[config.mk]
export PLATFORM = sky130hd
export DESIGN_NAME = commut_out_ctrl
export DESIGN_NICKNAME = d
export VERILOG_FILES = /design/src/rtl/commut_out_ctrl.sv
export SDC_FILE = /design/constraint.sdc
export NUM_CORES = 1
export LEC_CHECK = 0
export ABC_AREA = 1
export CORE_UTILIZATION = 30
export CTS_CLUSTER_DIAMETER = 120
export DETAILED_ROUTE_END_ITERATION = 6
export PLACE_DENSITY_LB_ADDON = 0.25
export SETUP_SLACK_MARGIN = 0.2
export SLEW_MARGIN = 20
export SYNTH_ARGS = -nofsm -noshare
export SYNTH_HDL_FRONTEND = slang
export SYNTH_SLANG_ARGS = --single-unit
[constraint.sdc]
create_clock -name clk -period 2.4 [get_ports clk]
set_input_delay 0.24 -clock clk [delete_from_list [all_inputs] [get_ports clk]]
set_output_delay 0.24 -clock clk [all_outputs]
set_load 0.1 [all_outputs]
[src/rtl/commut_out_ctrl.sv]
module commut_out_ctrl (
  input  logic        clk,
  input  logic        rst,
  input  logic        wr_en,
  input  logic [11:0] wr_data,
  input  logic [2:0]  pwm_in,
  input  logic        pwm_sync,
  input  logic        tmr1_evt,
  input  logic        tmr2_evt,
  input  logic        pos_evt,
  input  logic        hi_inv,
  input  logic        lo_inv,
  output logic [2:0]  hi_out,
  output logic [2:0]  lo_out,
  output logic [2:0]  exp_pos
);

  // shadow: {qualify, pos[2:0], mode[2:0], lvl[2:0]}; active drops the qualifier
  logic [1:0] sel_q;
  logic [9:0] shd_q;
  logic [8:0] act_q;
  logic       armed_q;

  logic [9:0] shd_nx;
  logic [1:0] sel_eff;
  logic       qual_eff;
  logic       evt;
  logic       commit;
  logic [2:0] src;

  assign shd_nx   = wr_en ? {wr_data[11:8], wr_data[5:0]} : shd_q;
  assign sel_eff  = wr_en ? wr_data[7:6] : sel_q;
  assign qual_eff = shd_nx[9];

  always_comb begin
    case (sel_eff)
      2'b00:   evt = 1'b1;
      2'b01:   evt = tmr1_evt;
      2'b10:   evt = tmr2_evt;
      default: evt = pos_evt;
    endcase
  end

  assign commit = qual_eff ? (pwm_sync & (evt | armed_q)) : evt;

  assign src     = (act_q[5:3] & pwm_in) | (~act_q[5:3] & act_q[2:0]);
  assign exp_pos = act_q[8:6];

  always_ff @(posedge clk) begin
    if (rst) begin
      sel_q   <= 2'b00;
      shd_q   <= '0;
      act_q   <= '0;
      armed_q <= 1'b0;
      hi_out  <= {3{hi_inv}};
      lo_out  <= {3{lo_inv}};
    end else begin
      sel_q   <= sel_eff;
      shd_q   <= shd_nx;
      if (commit) act_q <= shd_nx[8:0];
      armed_q <= qual_eff & (armed_q | evt) & ~commit;
      hi_out  <= src ^ {3{hi_inv}};
      lo_out  <= ~src ^ {3{lo_inv}};
    end
  end

  // the cycle after reset, outputs sit at the inactive level and position is cleared
  a_r1_reset_inactive: assert property (@(posedge clk) disable iff (rst)
    $past(rst) |-> (hi_out == {3{$past(hi_inv)}} && lo_out == {3{$past(lo_inv)}} && exp_pos == 3'd0));

  // outside reset exactly one side of each phase is active
  a_r8_one_side_active: assert property (@(posedge clk) disable iff (rst)
    !$past(rst) |-> (((hi_out ^ {3{$past(hi_inv)}}) ^ (lo_out ^ {3{$past(lo_inv)}})) == 3'b111));

  // immediate mode without qualifier commits the written position at once
  a_r3_immediate: assert property (@(posedge clk) disable iff (rst)
    (!$past(rst) && $past(wr_en) && $past(wr_data[7:6]) == 2'b00 && !$past(wr_data[11]))
      |-> exp_pos == $past(wr_data[10:8]));

  // with the qualifier on, the active copy only moves on a sync pulse
  a_r6_sync_gate: assert property (@(posedge clk) disable iff (rst)
    (!$past(rst) && $past(qual_eff) && exp_pos != $past(exp_pos)) |-> $past(pwm_sync));

  // timer-1 source changes the active copy only on a timer-1 pulse or an armed transfer
  a_r4_tmr1_only: assert property (@(posedge clk) disable iff (rst)
    (!$past(rst) && $past(sel_eff) == 2'b01 && exp_pos != $past(exp_pos))
      |-> ($past(tmr1_evt) || $past(armed_q)));

endmodule

==> impl_metrics.env <==
export IMPL_status="completed"
export IMPL_rsz0062_at_grt="false"
export IMPL_place_congestion=0.713
export IMPL_avgViaCountPerCell=4.25
export IMPL_dr_pass1_iters=4
export IMPL_hold_start="shd_q[4]"
export IMPL_drive_above_1_share_pct=22.5
export IMPL_syn_inst=172
export IMPL_cts_resized=0
export IMPL_area_growth_syn_to_layout_pct=26.0
export IMPL_clk_latency_ns=0.27
export IMPL_diodes=0
export IMPL_final_max_slew_viol_count=0
export IMPL_hold_end="shd_q[4]"
export IMPL_max_freq_ghz=0.596
export IMPL_yosys_warnings=0
export IMPL_synth_cell_types=23
export IMPL_cts_max_level=1
export IMPL_syn_num_nets=196
export IMPL_finClkSkew_ns=0.00519
export IMPL_dieArea_um2=4760
export IMPL_cap_violations=0
export IMPL_synth_seq_cells=28
export IMPL_crit_path_start_kind="primary input"
export IMPL_grt_overflow=0
export IMPL_fin_crit_sh_pct=70.0
export IMPL_swShare_pct=36.3
export IMPL_finalHoldViolations=0
export IMPL_worstPathArrival_ns=1.85
export IMPL_cp_slowest_cell="clkdlybuf4s50_1"
export IMPL_power_density_nw_per_um2=731
export IMPL_cts_path_max_buffers=2
export IMPL_slew_headroom_pct=76.9
export IMPL_tns_ns=0
export IMPL_worstPathRequired_ns=2.57
export IMPL_cts_sinks=28
export IMPL_seqPwrFrac_pct=42.7
export IMPL_cellLeakagePower_uw=0.000764
export IMPL_cts_hold_buf=0
export IMPL_grt_max_degree=20
export IMPL_setup_viol=0
export IMPL_drt_initial_drc_count=31
export IMPL_yosysSeqAreaShare_pct=41.7
export IMPL_pwr_share_clk_pct=23.6
export IMPL_worstPathMaxFanout=19
export IMPL_setup_ws_ns=0.721
export IMPL_layout_min_cycle_time_ns=1.68
export IMPL_io_buffers=32
export IMPL_vias=1063
export IMPL_dp_worst_setup_slack_ns=0.419
export IMPL_synth_avg_cell_area_um2=7.82
export IMPL_grtUsageTotal_pct=11.4
export IMPL_crit_top_cell="nand2_2"
export IMPL_die_x_um=69.0
export IMPL_r2r_cells=9
export IMPL_p_sw_uw=450
export IMPL_place_area_um2=1640
export IMPL_ioPinCount=33
export IMPL_r2r_end="act_q[6]"
export IMPL_peakVddDrop_mv=0.319
export IMPL_post_cts_setup_buffer_count=0
export IMPL_num_rows=23
export IMPL_avgRoutedWirePerCell_um=9.81
export IMPL_internal_power_uw=790
export IMPL_tritoncts="done"
export IMPL_dp_final_hpwl_mm=1.79
export IMPL_hold_path_depth=2
export IMPL_clkTransAtPathRegs_ns=0.09
export IMPL_p_comb_share_pct=33.7
export IMPL_die_height_um=69.0
export IMPL_cts_root_buffer_cell="clkbuf_8"
export IMPL_critPathCaptureType="flop"
export IMPL_r2r_slack_ns=1.04
export IMPL_layout_common_cells="inv_1, dfxtp_1, nor2_1, clkdlybuf4s50_1, nand2_1"
export IMPL_drc=0
export IMPL_max_stage_delay_ns=0.47
export IMPL_grt_pass1_vias=958
export IMPL_worstSetupPathType="primary input to flop"
export IMPL_coreArea_um2=4140
export IMPL_drt_total_wl_mm=2.45
export IMPL_reg2reg_from="sel_q[1]"
export IMPL_antenna_found_initial=0
export IMPL_fin_nets=225
export IMPL_fillers=433
export IMPL_whs_ns=0.517
export IMPL_grt_pass1_wl_mm=3.99
export IMPL_drtAntennaViolNets=0
export IMPL_min_path_type="flop to flop"
export IMPL_synth_area_um2=1350
export IMPL_start_util_pct=32.5
export IMPL_crit_chain="clkdlybuf4s50_1 -> inv_2 -> nand2_1 -> nand2_1 -> inv_1 -> nand2_2 -> nand2_2 -> nand2_2 -> nand3_4 -> a21oi_2 -> nor2_1"
export IMPL_finish_instance_area_um2=1700
export IMPL_worst_pin_slew_ns=0.346
export IMPL_cts_buffers_inserted=3
## through the flow
stage | util, % | power, uW | instances
3_3_place_gp | 39.6 | 962 | 246
3_5_place_dp | 39.6 | 962 | 246
2_1_floorplan | - | 879 | 172
6_report | 40.9 | 1240 | 250
4_1_cts | 40.9 | 1260 | 250
5_1_grt | 40.9 | 1310 | 250
## worst max path at each step
stage	slack (ns)	to	depth (start not counted)	startpoint
after detailed placement	0.42	act_q[6]	11	wr_en
after global routing	0.50	act_q[7]	12	wr_en
after global placement	0.42	act_q[6]	11	wr_en
after floorplan	1.15	act_q[0]	11	wr_en
final	0.72	act_q[6]	11	wr_en
after CTS	0.71	act_q[6]	11	wr_en
## sequential cells by signal, summed over array words and instances, names as in the netlist
register  flops
sel_q         2
armed_q       1
hi_out        3
act_q         9
lo_out        3
shd_q        10
## synth_stat cells, drive strengths merged
cell type	count	share of area (%)
nand4	1	0.47
dfxtp	28	42
nor2	24	6.7
inv	30	8.6
or2	9	4.2
a21oi	11	6.9
nand3	14	7.8
xnor2	3	2.0
xor2	3	2.0
nand2	26	8.2
buf	6	4.8
o21ai	13	5.7
clkbuf	4	1.1
## worst max-delay path, delay by kind of cell
kind | cells | cell delay (ns)
buf+inv | 3 | 0.73
compound gates | 1 | 0.20
simple gates | 7 | 0.68
## logic make-up after synthesis
| kind of cell | after synthesis | synth area share [%] |
|---|---|---|
| XOR/XNOR | 6 | 3.91 |
| AO/OA/AOI/OAI | 24 | 12.6 |
| flip-flops | 28 | 41.7 |
| buffers and inverters | 40 | 14.5 |
| AND/OR/NAND/NOR | 74 | 27.4 |
## final cells by class
cell class              count  area [um2]  area share, %
clock buffers               4        55.1           3.25
inverters                  30         115           6.79
multi-input cells         104         589           34.8
flip-flops and latches     28         561           33.1
well taps                  50        62.6           3.69
repair buffers             34         313           18.5
## power by group through the flow
stage          sequential (uW)  combinational [uW]  clock [uW]
6_report                   530                 418         293
5_1_grt                    536                 453         321
4_1_cts                    531                 422         308
3_5_place_dp               541                 421           0
3_3_place_gp               540                 422           0
2_1_floorplan              660                 219           0
## metal layers
layer / routed length, um / vias up / track usage, %
met5: 0 / - / 0
met4: 16 / 0 / 3.06
met3: 197 / 2 / 3.62
met2: 1130 / 36 / 18.4
met1: 1110 / 448 / 14.5
li1: - / 577 / -
No activity file was read; power rests on OpenSTA's default activity.
